[src/rtl/cal_ovl_pkg.sv]
package cal_ovl_pkg;

    localparam int OVL_ADDR_W   = 32;
    localparam int OVL_NUM_RGN  = 8;
    localparam int OVL_RGN_W    = $clog2(OVL_NUM_RGN);
    localparam int OVL_SLOT_AW  = 9;                         // 512-byte slot per window
    localparam int OVL_CODE_W   = 4;
    localparam int OVL_MAX_CODE = OVL_SLOT_AW - 2;           // largest code fitting a slot
    localparam int OVL_RAM_AW   = OVL_RGN_W + OVL_SLOT_AW;

    typedef struct packed {
        logic [OVL_ADDR_W-3:0] base_w;                       // word address of window base
        logic [OVL_CODE_W-1:0] code;
    } rgn_desc_t;

    typedef struct packed {
        logic                 hit;
        logic [OVL_RGN_W-1:0] rgn;
        logic                 err;
    } resp_t;

    typedef struct packed {
        logic                  ram_rd;
        logic                  ram_wr;
        logic [OVL_RAM_AW-1:0] ram_addr;
        resp_t                 resp;
    } front_t;

endpackage

[src/rtl/ovl_cfg_regs.sv]
module ovl_cfg_regs
    import cal_ovl_pkg::*;
(
    input  logic                  clk,
    input  logic                  rst_n,
    input  logic                  cfg_we,
    input  logic [OVL_RGN_W-1:0]  cfg_idx,
    input  logic [OVL_ADDR_W-1:0] cfg_base,
    input  logic [OVL_CODE_W-1:0] cfg_code,
    input  logic                  dis_we,
    input  logic                  dis_val,
    output rgn_desc_t             desc_o [OVL_NUM_RGN],
    output logic                  dis_o
);

    typedef struct packed {
        rgn_desc_t [OVL_NUM_RGN-1:0] rgn;
        logic                        dis;
    } cfg_state_t;

    cfg_state_t cfg_d, cfg_q;

    always_comb begin
        cfg_d = cfg_q;
        if (cfg_we) begin
            cfg_d.rgn[cfg_idx].base_w = cfg_base[OVL_ADDR_W-1:2];
            cfg_d.rgn[cfg_idx].code   = cfg_code;
        end
        if (dis_we) begin
            cfg_d.dis = dis_val;
        end
    end

    always_ff @(posedge clk) begin
        if (!rst_n) begin
            cfg_q <= '0;
        end else begin
            cfg_q <= cfg_d;
        end
    end

    for (genvar g = 0; g < OVL_NUM_RGN; g++) begin : g_out
        assign desc_o[g] = cfg_q.rgn[g];
    end

    assign dis_o = cfg_q.dis;

endmodule

[src/rtl/ovl_window_match.sv]
module ovl_window_match
    import cal_ovl_pkg::*;
(
    input  rgn_desc_t              desc [OVL_NUM_RGN],
    input  logic [OVL_ADDR_W-1:0]  addr,
    output logic                   any_hit,
    output logic [OVL_RGN_W-1:0]   hit_idx,
    output logic [OVL_SLOT_AW-1:0] hit_off
);

    logic [OVL_NUM_RGN-1:0] hit_v;
    logic [OVL_SLOT_AW-1:0] off_a [OVL_NUM_RGN];

    for (genvar g = 0; g < OVL_NUM_RGN; g++) begin : g_win
        logic [5:0]            shamt;
        logic [OVL_ADDR_W-1:0] mask;
        logic [OVL_ADDR_W-1:0] base_b;
        logic [OVL_ADDR_W-1:0] low_b;
        logic                  valid;

        assign shamt  = {2'b00, desc[g].code} + 6'd2;
        assign mask   = {OVL_ADDR_W{1'b1}} << shamt;
        assign base_b = {desc[g].base_w, 2'b00};
        assign valid  = (desc[g].code != '0) &&
                        (desc[g].code <= OVL_CODE_W'(OVL_MAX_CODE));
        assign hit_v[g] = valid && (((addr ^ base_b) & mask) == '0);
        assign low_b    = addr & ~mask;
        assign off_a[g] = low_b[OVL_SLOT_AW-1:0];
    end

    // Lowest-numbered matching window wins.
    always_comb begin
        any_hit = |hit_v;
        hit_idx = '0;
        hit_off = '0;
        for (int i = OVL_NUM_RGN - 1; i >= 0; i--) begin
            if (hit_v[i]) begin
                hit_idx = OVL_RGN_W'(i);
                hit_off = off_a[i];
            end
        end
    end

endmodule

[src/rtl/ovl_resp_pipe.sv]
module ovl_resp_pipe
    import cal_ovl_pkg::*;
#(
    parameter int DEPTH = 1
) (
    input  logic  clk,
    input  logic  rst_n,
    input  resp_t in_i,
    output resp_t out_o
);

    resp_t stg_d [DEPTH];
    resp_t stg_q [DEPTH];

    always_comb begin
        stg_d[0] = in_i;
        for (int i = 1; i < DEPTH; i++) begin
            stg_d[i] = stg_q[i-1];
        end
    end

    always_ff @(posedge clk) begin
        if (!rst_n) begin
            for (int i = 0; i < DEPTH; i++) begin
                stg_q[i] <= '0;
            end
        end else begin
            for (int i = 0; i < DEPTH; i++) begin
                stg_q[i] <= stg_d[i];
            end
        end
    end

    assign out_o = stg_q[DEPTH-1];

endmodule

[src/rtl/cal_overlay_remap.sv]
module cal_overlay_remap
    import cal_ovl_pkg::*;
#(
    parameter int                    LAT       = 2,
    parameter logic [OVL_ADDR_W-1:0] CRAM_BASE = 32'h0030_0000
) (
    input  logic                  clk,
    input  logic                  rst_n,
    input  logic                  cfg_we,
    input  logic [OVL_RGN_W-1:0]  cfg_idx,
    input  logic [OVL_ADDR_W-1:0] cfg_base,
    input  logic [OVL_CODE_W-1:0] cfg_code,
    input  logic                  dis_we,
    input  logic                  dis_val,
    input  logic                  req_rd,
    input  logic                  req_wr,
    input  logic                  req_ifetch,
    input  logic [OVL_ADDR_W-1:0] req_addr,
    output logic                  ram_rd,
    output logic                  ram_wr,
    output logic [OVL_RAM_AW-1:0] ram_addr,
    output logic                  resp_hit,
    output logic [OVL_RGN_W-1:0]  resp_rgn,
    output logic                  resp_flash_blk,
    output logic                  resp_err
);

    localparam int PIPE_DEPTH = (LAT > 1) ? LAT - 1 : 1;

    rgn_desc_t              desc [OVL_NUM_RGN];
    logic                   dis;
    logic                   any_hit;
    logic [OVL_RGN_W-1:0]   hit_idx;
    logic [OVL_SLOT_AW-1:0] hit_off;
    front_t                 front_d, front_q;
    resp_t                  resp_out;

    ovl_cfg_regs u_regs (
        .clk      (clk),
        .rst_n    (rst_n),
        .cfg_we   (cfg_we),
        .cfg_idx  (cfg_idx),
        .cfg_base (cfg_base),
        .cfg_code (cfg_code),
        .dis_we   (dis_we),
        .dis_val  (dis_val),
        .desc_o   (desc),
        .dis_o    (dis)
    );

    ovl_window_match u_match (
        .desc    (desc),
        .addr    (req_addr),
        .any_hit (any_hit),
        .hit_idx (hit_idx),
        .hit_off (hit_off)
    );

    always_comb begin
        logic direct;
        logic rd;
        logic wr;
        direct  = (req_addr[OVL_ADDR_W-1:OVL_RAM_AW] == CRAM_BASE[OVL_ADDR_W-1:OVL_RAM_AW]);
        rd      = req_rd;
        wr      = req_wr && !req_rd;
        front_d = '0;
        if (direct) begin
            if (dis) begin
                front_d.resp.err = rd || wr;
            end else begin
                front_d.ram_rd   = rd;
                front_d.ram_wr   = wr;
                front_d.ram_addr = req_addr[OVL_RAM_AW-1:0];
            end
        end else if (rd && !req_ifetch && !dis && any_hit) begin
            front_d.ram_rd   = 1'b1;
            front_d.ram_addr = {hit_idx, hit_off};
            front_d.resp.hit = 1'b1;
            front_d.resp.rgn = hit_idx;
        end
    end

    always_ff @(posedge clk) begin
        if (!rst_n) begin
            front_q <= '0;
        end else begin
            front_q <= front_d;
        end
    end

    ovl_resp_pipe #(.DEPTH(PIPE_DEPTH)) u_pipe (
        .clk   (clk),
        .rst_n (rst_n),
        .in_i  (front_q.resp),
        .out_o (resp_out)
    );

    assign ram_rd         = front_q.ram_rd;
    assign ram_wr         = front_q.ram_wr;
    assign ram_addr       = front_q.ram_addr;
    assign resp_hit       = resp_out.hit;
    assign resp_rgn       = resp_out.rgn;
    assign resp_flash_blk = resp_out.hit;
    assign resp_err       = resp_out.err;

endmodule

[config.mk]
export PLATFORM = sky130hd
export DESIGN_NAME = cal_overlay_remap
export DESIGN_NICKNAME = d
export VERILOG_FILES = /design/src/rtl/cal_ovl_pkg.sv /design/src/rtl/ovl_cfg_regs.sv /design/src/rtl/ovl_window_match.sv /design/src/rtl/ovl_resp_pipe.sv /design/src/rtl/cal_overlay_remap.sv
export SDC_FILE = /design/constraint.sdc
export NUM_CORES = 1
export LEC_CHECK = 0
export CORE_UTILIZATION = 61
export CTS_CLUSTER_DIAMETER = 50
export CTS_CLUSTER_SIZE = 12
export DETAILED_ROUTE_END_ITERATION = 8
export PLACE_DENSITY = 0.83
export SETUP_SLACK_MARGIN = 0.5
export SLEW_MARGIN = 20
export SYNTH_ARGS = -nofsm -noshare
export SYNTH_HDL_FRONTEND = slang
export SYNTH_SLANG_ARGS = --single-unit
[constraint.sdc]
create_clock -name clk -period 3.93 [get_ports clk]
set_input_delay 0.393 -clock clk [delete_from_list [all_inputs] [get_ports clk]]
set_output_delay 0.393 -clock clk [all_outputs]
set_load 0.01 [all_outputs]
Yosys cells after proc, flatten, opt, wreduce, memory -nomap -nowiden
Memories as Yosys holds them, arrays and structs flattened.
Index checks and enable logic that the tools add are counted.
{ "totals": {"ramBits": 5, "mem_count": 1, "regBits": 292, "out_inout_bits": 20, "input_bits": 79} }
{ "classes": {"n_reduce_logical": 47, "n_addsub": 8, "mux": 31, "order_cmp": 10, "n_shift": 8, "bitwise_logic": 35, "n_eq_ne": 1} }
{ "memory_table": {"columns": ["memory", "depth", "word_bits", "read_ports", "rd_clocked_by_memory_dff", "write_ports", "line_no", "text"], "rows": [
  ["u_pipe.stg_q", 1, 5, 1, 0, 1, "ovl_resp_pipe.sv:13", "resp_t stg_q [DEPTH];"]
]} }
{ "ops": {"columns": ["op", "n"], "rows": [
  ["bitwise mux 272 bit", 2],
  ["bitwise AND 32 bit", 8],
  ["zero test 32 bit", 8],
  ["left shift 32 x 5 -> 32 bit (first input constant)", 8],
  ["bitwise XOR 32 bit", 8],
  ["demux 34 bit (select 3 bit)", 2],
  ["bitwise AND 9 bit", 8],
  ["2-to-1 mux 9 bit", 8],
  ["inverter 9 bit", 8],
  ["adder 4 x 2 -> 5 bit (second input constant)", 8],
  ["2-to-1 mux 34 bit", 1],
  ["<= comparator 4 x 3 -> 1 bit (second input constant)", 8],
  ["nonzero test 4 bit", 8],
  ["2-to-1 mux 3 bit", 8],
  ["logical AND 1 bit", 21],
  ["== test 20 x 10 -> 1 bit (second input constant)", 1],
  ["2-to-1 mux 16 bit", 1],
  ["2-to-1 mux 14 bit", 1],
  ["2-to-1 mux 12 bit", 1],
  ["OR reduction 8 bit", 1],
  ["OR reduction 3 bit", 2],
  ["2-to-1 mux 1 bit", 5],
  ["2-to-1 mux 5 bit", 1],
  ["OR reduction 5 bit", 1],
  ["other kinds (8)", 12]
]} }

Longest topological paths before layout
Gate-level depths: netlist (run 1).
{ "logic_depth": {"word_depth": 15, "mapped_depth": 16, "depth_no_buf": 13} }

By module
A second synthesis (run 1) with hierarchy kept.
{ "unflattened": {"cells_unflattened": 1942, "area_unflattened_um2": 17011.3} }
{ "modules_own_cells": {"columns": ["module", "seq_area_each_um2", "cells_per_inst", "n_inst", "area_per_inst_um2"], "rows": [
  ["ovl_cfg_regs", 5465.2, 927, 1, 9768.1],
  ["ovl_window_match", 0.0, 916, 1, 6223.5],
  ["cal_overlay_remap", 380.4, 89, 1, 888.4],
  ["ovl_resp_pipe", 100.1, 10, 1, 131.4]
]} }

Least setup slack after synthesis (run 1)
OpenSTA, ideal clock, no wires.
{ "synth_timing": {"kind": "flip-flop to flip-flop", "from": "reg u_regs.cfg_q (netlist bit u_regs.desc_o[70])", "to": "reg front_q (netlist bit ram_addr[2])", "period_less_slack_ns": 3.253, "path_stages_with_launch": 14, "n_path_buf": 1, "arrival_ns": 3.139, "slack_ns": 0.677, "path_cell_list": "dfxtp_1 ha_1 inv_1 ha_1 clkbuf_1 o41ai_1 o2111ai_1 or4_1 a211oi_2 inv_2 or3_1 a41oi_1 a221oi_2 a21o_1"} }
{ "synth_via": {"elab_chain_cells": 13, "elab_cells_between_ends": 20, "cone_classes": "1 x add/sub; 1 x order compare; 1 x shift; 8 x mux; 3 x bitwise; 6 x reduce/logical"} }
{ "synth_rtl": {"columns": ["element", "line_no", "text"], "rows": [
  ["from (decl)", "ovl_cfg_regs.sv:21", "cfg_state_t cfg_d, cfg_q;"],
  ["from (signal assigned)", "ovl_cfg_regs.sv:38", "cfg_q <= cfg_d;"],
  ["adder 4 x 2 -> 5 bit", "ovl_window_match.sv:21", "assign shamt = {2'b00, desc[g].code} + 6'd2;"],
  ["left shift 32 x 5 -> 32 bit", "ovl_window_match.sv:22", "assign mask = {OVL_ADDR_W{1'b1}} << shamt;"],
  ["bitwise AND 32 bit", "ovl_window_match.sv:26", "assign hit_v[g] = valid && (((addr ^ base_b) & mask) == '0);"],
  ["zero test 32 bit", "ovl_window_match.sv:26", null],
  ["logical AND 1 bit", "ovl_window_match.sv:26", null],
  ["2-to-1 mux 9 bit (6 in a row)", "ovl_window_match.sv:37", "if (hit_v[i]) begin"],
  ["2-to-1 mux 16 bit (*)", "cal_overlay_remap.sv:75", "end else if (rd && !req_ifetch && !dis && any_hit) begin"],
  ["2-to-1 mux 12 bit (*)", "cal_overlay_remap.sv:67", "if (direct) begin"],
  ["to (signal assigned)", "cal_overlay_remap.sv:87", "front_q <= front_d;"],
  ["to (decl)", "cal_overlay_remap.sv:35", "front_t front_d, front_q;"]
]} }
Mark *: on every way between the ends. The rest lies on a longest branch, timed or not.
A chain may end at the register's enable or synchronous reset.

Final worst setup path (run 1)
{ "layout_timing": {"from": "reg u_regs.cfg_q (netlist bit u_regs.desc_o[239])", "to": "reg front_q (netlist bit ram_addr[3])"} }
{ "layout_via": {"elab_chain_cells": 9, "elab_cells_between_ends": 15, "cone_classes": "1 x add/sub; 1 x order compare; 1 x shift; 3 x mux; 3 x bitwise; 6 x reduce/logical"} }
{ "layout_rtl": {"columns": ["element", "line_no", "text"], "rows": [
  ["adder 4 x 2 -> 5 bit", "ovl_window_match.sv:21", null],
  ["left shift 32 x 5 -> 32 bit", "ovl_window_match.sv:22", null],
  ["bitwise AND 32 bit", "ovl_window_match.sv:26", null],
  ["zero test 32 bit", "ovl_window_match.sv:26", null],
  ["logical AND 1 bit", "ovl_window_match.sv:26", null],
  ["OR reduction 8 bit", "ovl_window_match.sv:33", "any_hit = |hit_v;"],
  ["logical AND 1 bit", "cal_overlay_remap.sv:75", null],
  ["2-to-1 mux 16 bit (*)", "cal_overlay_remap.sv:75", null],
  ["2-to-1 mux 12 bit (*)", "cal_overlay_remap.sv:67", null]
]} }
Marked as above.

==> results of run 1 <==
## power by group through the flow
stage | combinational (W) | clock [W] | sequential, W
finish | 0.00111 | 0.00330 | 0.00312
floorplan | 0.000553 | 0 | 0.00317
detailed placement | 0.00102 | 0 | 0.00318
global route | 0.00114 | 0.00340 | 0.00312
global placement | 0.000999 | 0 | 0.00318
CTS | 0.00103 | 0.00327 | 0.00312
## cells by family after synthesis
kind of cell,count (synthesis),synth area share
and+or+nand+nor,919,0.229
AOI/OAI and AO/OA,605,0.239
DFF,297,0.329
buffers and inverters,249,0.0617
xor gates and xnor gates,240,0.117
adders and majority gates,33,0.0227
muxes,3,0.00166
## layer usage
layer  GRT usage  share of wire  vias to the layer above  wire length (µm)
met5           0              0                        -                 0
met4       0.386          0.095                        0              7130
met3       0.110           0.11                      399              8630
met2       0.759           0.44                     1328             32700
met1       0.566           0.35                     8912             26700
li1            -              -                     8278                 -
## flip-flops by register name (all words and copies together) (netlist names)
register and count:
front_q 5, u_pipe.stg_q 5, ram_wr 1, u_regs.dis_o 1, ram_addr 12, ram_rd 1, u_regs.desc_o 272
## cell usage in the layout, fill, tap and decap left out, types with 6 or more instances in the layout
master / Yosys / final
sky130_fd_sc_hd__clkdlybuf4s50_1: 0 / 95
sky130_fd_sc_hd__o31ai_1: 13 / 7
sky130_fd_sc_hd__o21ai_0: 80 / 67
sky130_fd_sc_hd__buf_6: 2 / 7
sky130_fd_sc_hd__nor2_2: 0 / 8
sky130_fd_sc_hd__dfxtp_1: 297 / 284
sky130_fd_sc_hd__o211ai_1: 15 / 15
sky130_fd_sc_hd__nand2_1: 610 / 609
sky130_fd_sc_hd__nor2b_1: 24 / 24
sky130_fd_sc_hd__dfxtp_2: 0 / 8
sky130_fd_sc_hd__a211oi_1: 15 / 14
sky130_fd_sc_hd__nand4_1: 24 / 24
sky130_fd_sc_hd__clkbuf_16: 0 / 38
sky130_fd_sc_hd__a21boi_0: 276 / 275
sky130_fd_sc_hd__a21o_1: 13 / 13
sky130_fd_sc_hd__xor2_1: 153 / 153
sky130_fd_sc_hd__o2111ai_1: 16 / 13
sky130_fd_sc_hd__buf_12: 0 / 25
sky130_fd_sc_hd__o22ai_1: 12 / 12
sky130_fd_sc_hd__and3_1: 13 / 10
sky130_fd_sc_hd__a21oi_1: 63 / 60
sky130_fd_sc_hd__ha_1: 32 / 17
sky130_fd_sc_hd__inv_1: 37 / 33
sky130_fd_sc_hd__nor4_1: 22 / 18
sky130_fd_sc_hd__o21a_1: 10 / 10
sky130_fd_sc_hd__or3_1: 8 / 8
sky130_fd_sc_hd__nor3_1: 32 / 27
sky130_fd_sc_hd__xnor2_1: 86 / 86
sky130_fd_sc_hd__a41oi_1: 8 / 6
sky130_fd_sc_hd__and2_1: 14 / 13
sky130_fd_sc_hd__o21ai_1: 2 / 11
sky130_fd_sc_hd__nand3_1: 37 / 35
sky130_fd_sc_hd__nand2b_1: 26 / 25
sky130_fd_sc_hd__nor2_1: 60 / 52
sky130_fd_sc_hd__a31oi_1: 13 / 13
sky130_fd_sc_hd__ha_4: 0 / 11
sky130_fd_sc_hd__buf_4: 20 / 185
## worst paths after layout
check	from	slack, ns	endpoint
worst max-delay path	u_regs.desc_o[239]	0.42	ram_addr[3]
worst min-delay path	rst_n	0.32	u_regs.dis_o
worst max register to register	u_regs.desc_o[239]	0.42	ram_addr[3]
worst min register to register	front_q[2]	0.44	u_pipe.stg_q[0][2]
## area by class of cell
class / count / area share
clock buffers: 43 / 0.0437
clock inverters: 17 / 0.00790
inverters: 39 / 0.00671
multi-input cells: 1800 / 0.516
flip-flops and latches: 297 / 0.269
well taps: 384 / 0.0217
repair buffers: 316 / 0.134
## per-stage QoR
step	power (W)	hold slack, ns	setup slack [ns]	utilization	cell area, µm²
final	0.00752	0.324	0.418	0.767	22200
after floorplan	0.00373	0.412	0.677	-	18100
after detailed placement	0.00420	0.430	0.0630	0.704	20400
after CTS	0.00742	0.312	0.430	0.750	21700
after global routing	0.00765	0.339	0.364	0.767	22200
after global placement	0.00418	0.414	0.0881	0.704	20400
## what timing repair did
item                                    CTS  global route
cloned                                    0             2
gates resized for setup                  41            86
endpoints found under the setup margin   11            13
pin swaps                                 9            39
setup buffers                             4            13
## worst max-delay path: cells and delay by family (launching register included)
kind                   cells  cell delay, ns
AOI/OAI and AO/OA          6            1.59
buffers and inverters      3            0.47
DFF                        1            0.36
and+or+nand+nor            4            0.95
==> flow_summary.rst, run 1 <==
.. list-table::
   :header-rows: 1

   * - Metric
     - Value
   * - Outcome
     - completed
   * - Leading cell types by total area after synthesis
     - sky130_fd_sc_hd__dfxtp_1 (33%), sky130_fd_sc_hd__nand2_1 (13%), sky130_fd_sc_hd__a21boi_0 (11%)
   * - Total clock buffers created by CTS
     - 37
   * - Switching part of the total
     - 0.281
   * - Cell taking the most area after synthesis
     - sky130_fd_sc_hd__dfxtp_1
   * - Crit end category
     - flop
   * - Number of maximum-capacitance violations
     - 0
   * - Sequence of cells on the critical path
     - buf_6 -> nand2b_1 -> nand2_1 -> o311a_1 -> nor4bb_1 -> nor4b_2 -> buf_4 -> o21bai_4 -> buf_12 -> o41ai_4 -> a31oi_1 -> o21a_1 -> a311o_1
   * - GRT overflow
     - 0
   * - Total instance count after detailed placement
     - 2817
   * - Setup CP Type
     - reg2reg
   * - Mean instance size in the synthesized netlist
     - a little under 8 µm²
   * - Total area of multi-input combinational cells
     - 11500 µm²
   * - Clock slew at the register clock pins of the worst setup and hold paths
     - 0.06 ns
   * - Count of flip-flops with a built-in enable after synthesis
     - 0
   * - Overall routed net length
     - 75200 µm
   * - Fraction of the yosys area taken by sequential cells
     - 0.329
   * - Most frequent cells after synthesis
     - sky130_fd_sc_hd__nand2_1 (610), sky130_fd_sc_hd__dfxtp_1 (297), sky130_fd_sc_hd__a21boi_0 (276)
   * - Achievable clock frequency
     - 0.285 GHz
   * - CTS Hold Bufs
     - 0
   * - Floorplan die area
     - 30300 µm²
   * - Cell with the biggest individual delay on the critical path
     - sky130_fd_sc_hd__o41ai_4
   * - Routed vias
     - 18900
   * - Quantity of I/O buffers inserted on ports
     - 96
   * - Time the final worst path needs with I/O delays and setup
     - 3.51 ns
   * - Worst vdd rail ir drop
     - 418 µV
   * - Setup skew after layout
     - 0.0207 ns
   * - Maximum buffer depth of the clock tree
     - 3
   * - Warnings from Yosys
     - 0
   * - Fraction of final layout cells sized beyond drive strength 1
     - 0.156
   * - Number of design-rule violations left by the first detailed-router iteration
     - approximately 2300
   * - Highest cell delay on the worst timing path
     - 0.55 ns
   * - Initial cell density of the core
     - 0.624
   * - Register area
     - 5970 µm²
   * - H-tree lvl count
     - 2
   * - Synthesized cell area
     - 18100 µm²
   * - Static Leak
     - between 8 and 9 nW
   * - Register-to-Register Path Depth
     - 13
   * - Cell at the root of the clock tree
     - sky130_fd_sc_hd__clkbuf_16
   * - Die span in x
     - between 150 and 200 µm
   * - Avg WL per Cell
     - 26.0 µm
   * - Number of global-route vias before repair
     - 18200
   * - Largest net degree at the start of global routing
     - 125
   * - Post-synthesis instance total
     - approximately 2300
   * - Number of failing setup endpoints in the final timing report
     - 0
   * - Count of nets left with antenna violations after detail routing
     - 0
   * - Ratio of final minimum period to clock period
     - 0.894
   * - Die Y
     - 174 µm
   * - Synthesized netlist net count
     - 2457
   * - CP Max Fanout
     - 8
   * - Final instance count without filler cells
     - between 2000 and 3000
   * - Seq pwr share
     - 0.414
   * - Hold/Removal Path Class
     - in2reg
   * - Power density over the cells
     - 339 nW/µm²
   * - FF+latch count, synth
     - approximately 300
   * - Worst slew margin relative to its limit
     - 0.258
   * - Layout Nets
     - 2602
   * - Clock tree from TritonCTS
     - done
   * - CP Data Required Time
     - between 4 and 5 ns
   * - Arrival time at the worst endpoint
     - 3.92 ns
   * - Synthesis-to-layout area growth
     - 22.8%
   * - Routed via count divided by cell count
     - roughly 6.5
   * - Core area
     - 28900 µm²
   * - Worst-Margin Slew
     - between 1 and 1.5 ns
   * - Number of fillers in the final layout
     - 1931
   * - Post-synth ARST share
     - 0
   * - Later-pin clock latency in the skew report
     - between 0.5 and 0.6 ns
   * - Combinational Power Share
     - 0.147
   * - Core Rows
     - 62
   * - Antenna violations before repair
     - 1
   * - Residual DRC count
     - 0
   * - Gp weighted congestion
     - 1.05
   * - Number of distinct library cell variants in the gate-level netlist after synthesis
     - 85
   * - Setup TNS
     - 0 ns
   * - Clock power share
     - 0.438
   * - Switching power
     - 0.00211 W
   * - Max-slew violations
     - 0
   * - Count of boundary I/O pins
     - 99
   * - RSZ-0062 raised after global routing
     - yes
   * - Global-route wire length before repair
     - 110000 µm
   * - Total global-route track usage
     - 0.483
   * - Number of sinks on the clock net
     - 297
   * - Hold Path Cell Cnt
     - 2
   * - Dpl hpwl
     - between 50000 and 60000 µm
   * - Flip-flop cell with the highest count after synthesis
     - sky130_fd_sc_hd__dfxtp_1
   * - Number of detailed-routing iterations run before antenna repair
     - 6
   * - Final antenna diode count
     - 0
   * - Area share of the largest cell type after synthesis
     - 0.329
   * - Final Hold Violating Endpoints
     - 0
   * - Top-count cell post-synth
     - sky130_fd_sc_hd__nand2_1
   * - Int Power
     - 0.00541 W
   * - Kind of start point of the critical path
     - flop
Power figures use the tool's default switching activity.
==> inputs of run 2 (changes only) <==
- CORE_UTILIZATION: 61 -> 35
- PLACE_DENSITY: 0.83 -> 0.53
==> flow_summary.rst, run 2 (same netlist as run 1, synthesis figures left out) <==
.. list-table::
   :header-rows: 1

   * - Metric
     - Value
   * - Ratio of final minimum period to clock period
     - 0.866
   * - Combinational Power Share
     - 0.134
   * - Switching part of the total
     - 0.288
   * - Commonest cells after routing, fill and taps aside
     - sky130_fd_sc_hd__nand2_1 (606), sky130_fd_sc_hd__dfxtp_1 (287), sky130_fd_sc_hd__a21boi_0 (274)
   * - Int Power
     - approximately 0.0057 W
   * - Fraction of final layout cells sized beyond drive strength 1
     - 0.164
   * - Quantity of I/O buffers inserted on ports
     - 96
   * - Time the final worst path needs with I/O delays and setup
     - 3.40 ns
   * - Number of design-rule violations left by the first detailed-router iteration
     - 1545
   * - Setup skew after layout
     - roughly 0.020 ns
   * - Clock power share
     - 0.479
   * - Setup slack on the worst flop-to-flop path
     - about 0.53 ns
   * - Worst slew margin relative to its limit
     - 0.308
   * - Clock slew at the register clock pins of the worst setup and hold paths
     - ~0.060 ns
   * - H-tree lvl count
     - 2
   * - Total global-route track usage
     - 0.280
   * - Routed via count divided by cell count
     - ~5.5
   * - Number of failing setup endpoints in the final timing report
     - 0
   * - Synthesis-to-layout area growth
     - 26.2%
   * - Number of fillers in the final layout
     - 5104
   * - Worst vdd rail ir drop
     - 321 µV
   * - Arrival time at the worst endpoint
     - 3.85 ns
   * - Global-route wire length before repair
     - 109000 µm
   * - GRT overflow
     - 0
   * - Final antenna diode count
     - 0
   * - Antenna violations before repair
     - 1
   * - RSZ-0062 raised after global routing
     - no
   * - Final Hold Violating Endpoints
     - 0
   * - Max reg flops
     - ~270
   * - Most common cell after layout, fill and taps aside
     - sky130_fd_sc_hd__nand2_1
   * - Achievable clock frequency
     - 0.294 GHz
   * - Number of sinks on the clock net
     - 297
   * - Die Y
     - ~230 µm
   * - Core area
     - 50500 µm²
   * - Power density over the cells
     - ~350 nW/µm²
   * - Residual DRC count
     - 0
   * - Die span in x
     - 229 µm
   * - Outcome
     - completed
   * - Core Rows
     - 82
   * - Cell at the root of the clock tree
     - sky130_fd_sc_hd__clkbuf_16
   * - Maximum buffer depth of the clock tree
     - 3
   * - CP Data Required Time
     - 4.38 ns
   * - Layout Nets
     - about 2600
   * - Dpl hpwl
     - 55000 µm
   * - Total clock buffers created by CTS
     - 44
   * - Kind of start point of the critical path
     - flop
   * - Avg WL per Cell
     - between 20 and 25 µm
   * - CP Max Fanout
     - 9
   * - Crit end category
     - flop
   * - Static Leak
     - roughly 8.4 nW
   * - Gp weighted congestion
     - 0.993
   * - Count of boundary I/O pins
     - slightly below 100
   * - Largest net degree at the start of global routing
     - 282
   * - CTS Hold Bufs
     - 0
   * - Overall routed net length
     - 75700 µm
   * - Setup CP Type
     - reg2reg
   * - Switching power
     - 0.00232 W
   * - Total instance count after detailed placement
     - ~3000
   * - Number of detailed-routing iterations run before antenna repair
     - 7
   * - Final instance count without filler cells
     - about 3200
   * - Clock tree from TritonCTS
     - done
   * - Max-slew violations
     - 0
   * - Number of maximum-capacitance violations
     - 0
   * - Worst-Margin Slew
     - around 1.0 ns
   * - Number of global-route vias before repair
     - about 16000
   * - Initial cell density of the core
     - 0.358
   * - Floorplan die area
     - approximately 53000 µm²
   * - Hold/Removal Path Class
     - in2reg
   * - Setup TNS
     - 0 ns
   * - Seq pwr share
     - 0.387
   * - Count of nets left with antenna violations after detail routing
     - 0
   * - Later-pin clock latency in the skew report
     - around 0.58 ns
   * - Routed vias
     - 17300
[run 2: power groups by stage]
stage	Sequential (W)	Clock, W	Combinational, W
detailed placement	0.00318	0	0.00101
floorplan	0.00317	0	0.000553
finish	0.00312	0.00386	0.00108
CTS	0.00312	0.00392	0.00103
global route	0.00312	0.00404	0.00114
global placement	0.00318	0	0.00101
[run 2: cell type report]
cell class              instances  area, µm²  share of cell area
clock buffers                  53       1190              0.0520
well taps                     672        841              0.0369
clock inverters                24        219             0.00961
multi-input cells            1800      11800               0.519
flip-flops and latches        297       5960               0.262
inverters                      39        149             0.00653
repair buffers                274       2620               0.115
[run 2: per-stage QoR]
| step | hold WS, ns | setup WS [ns] | util | area, µm² | total power (W) |
|---|---|---|---|---|---|
| after detailed placement | 0.417 | 0.0326 | 0.403 | 20400 | 0.00419 |
| final | 0.318 | 0.528 | 0.451 | 22800 | 0.00806 |
| after global placement | 0.413 | 0.0433 | 0.403 | 20400 | 0.00419 |
| after floorplan | 0.412 | 0.677 | - | 18100 | 0.00373 |
| after global routing | 0.353 | 0.461 | 0.451 | 22800 | 0.00831 |
| after CTS | 0.412 | 0.489 | 0.437 | 22100 | 0.00806 |
[run 2: worst paths after layout]
check,from,depth (start not counted),to
min reg2reg,front_q[2],1,u_pipe.stg_q[0][2]
max reg2reg,u_regs.desc_o[137],12,ram_addr[4]
max,u_regs.desc_o[137],12,ram_addr[4]
min,rst_n,3,u_regs.desc_o[176]
[run 2: critical path: stages, from the launching register on]
cell and delay [ns]:
sky130_fd_sc_hd__dfxtp_2 0.37, sky130_fd_sc_hd__inv_1 0.05, sky130_fd_sc_hd__ha_1 0.41, sky130_fd_sc_hd__and3b_2 0.34, sky130_fd_sc_hd__o21ai_0 0.22, sky130_fd_sc_hd__o2111ai_2 0.25
sky130_fd_sc_hd__nor4_2 0.42, sky130_fd_sc_hd__o2111ai_2 0.22, sky130_fd_sc_hd__buf_4 0.24, sky130_fd_sc_hd__o31ai_2 0.33, sky130_fd_sc_hd__a21oi_1 0.11, sky130_fd_sc_hd__a21oi_1 0.20
sky130_fd_sc_hd__a31oi_2 0.11
[run 2: per-layer routing]
metal | part of all wire | track usage | vias up
li1 | - | - | 8206
met1 | 0.47 | 0.400 | 8351
met2 | 0.43 | 0.424 | 639
met3 | 0.066 | 0.0502 | 137
met4 | 0.030 | 0.0875 | 0
met5 | 0 | 0 | -
[run 2: timing repair]
item	4_1_cts	5_1_grt
resized for setup	58	131
pin swaps	13	45
endpoints found under the setup margin	12	11
buffers inserted	5	14
hold endpoints to repair	0	0
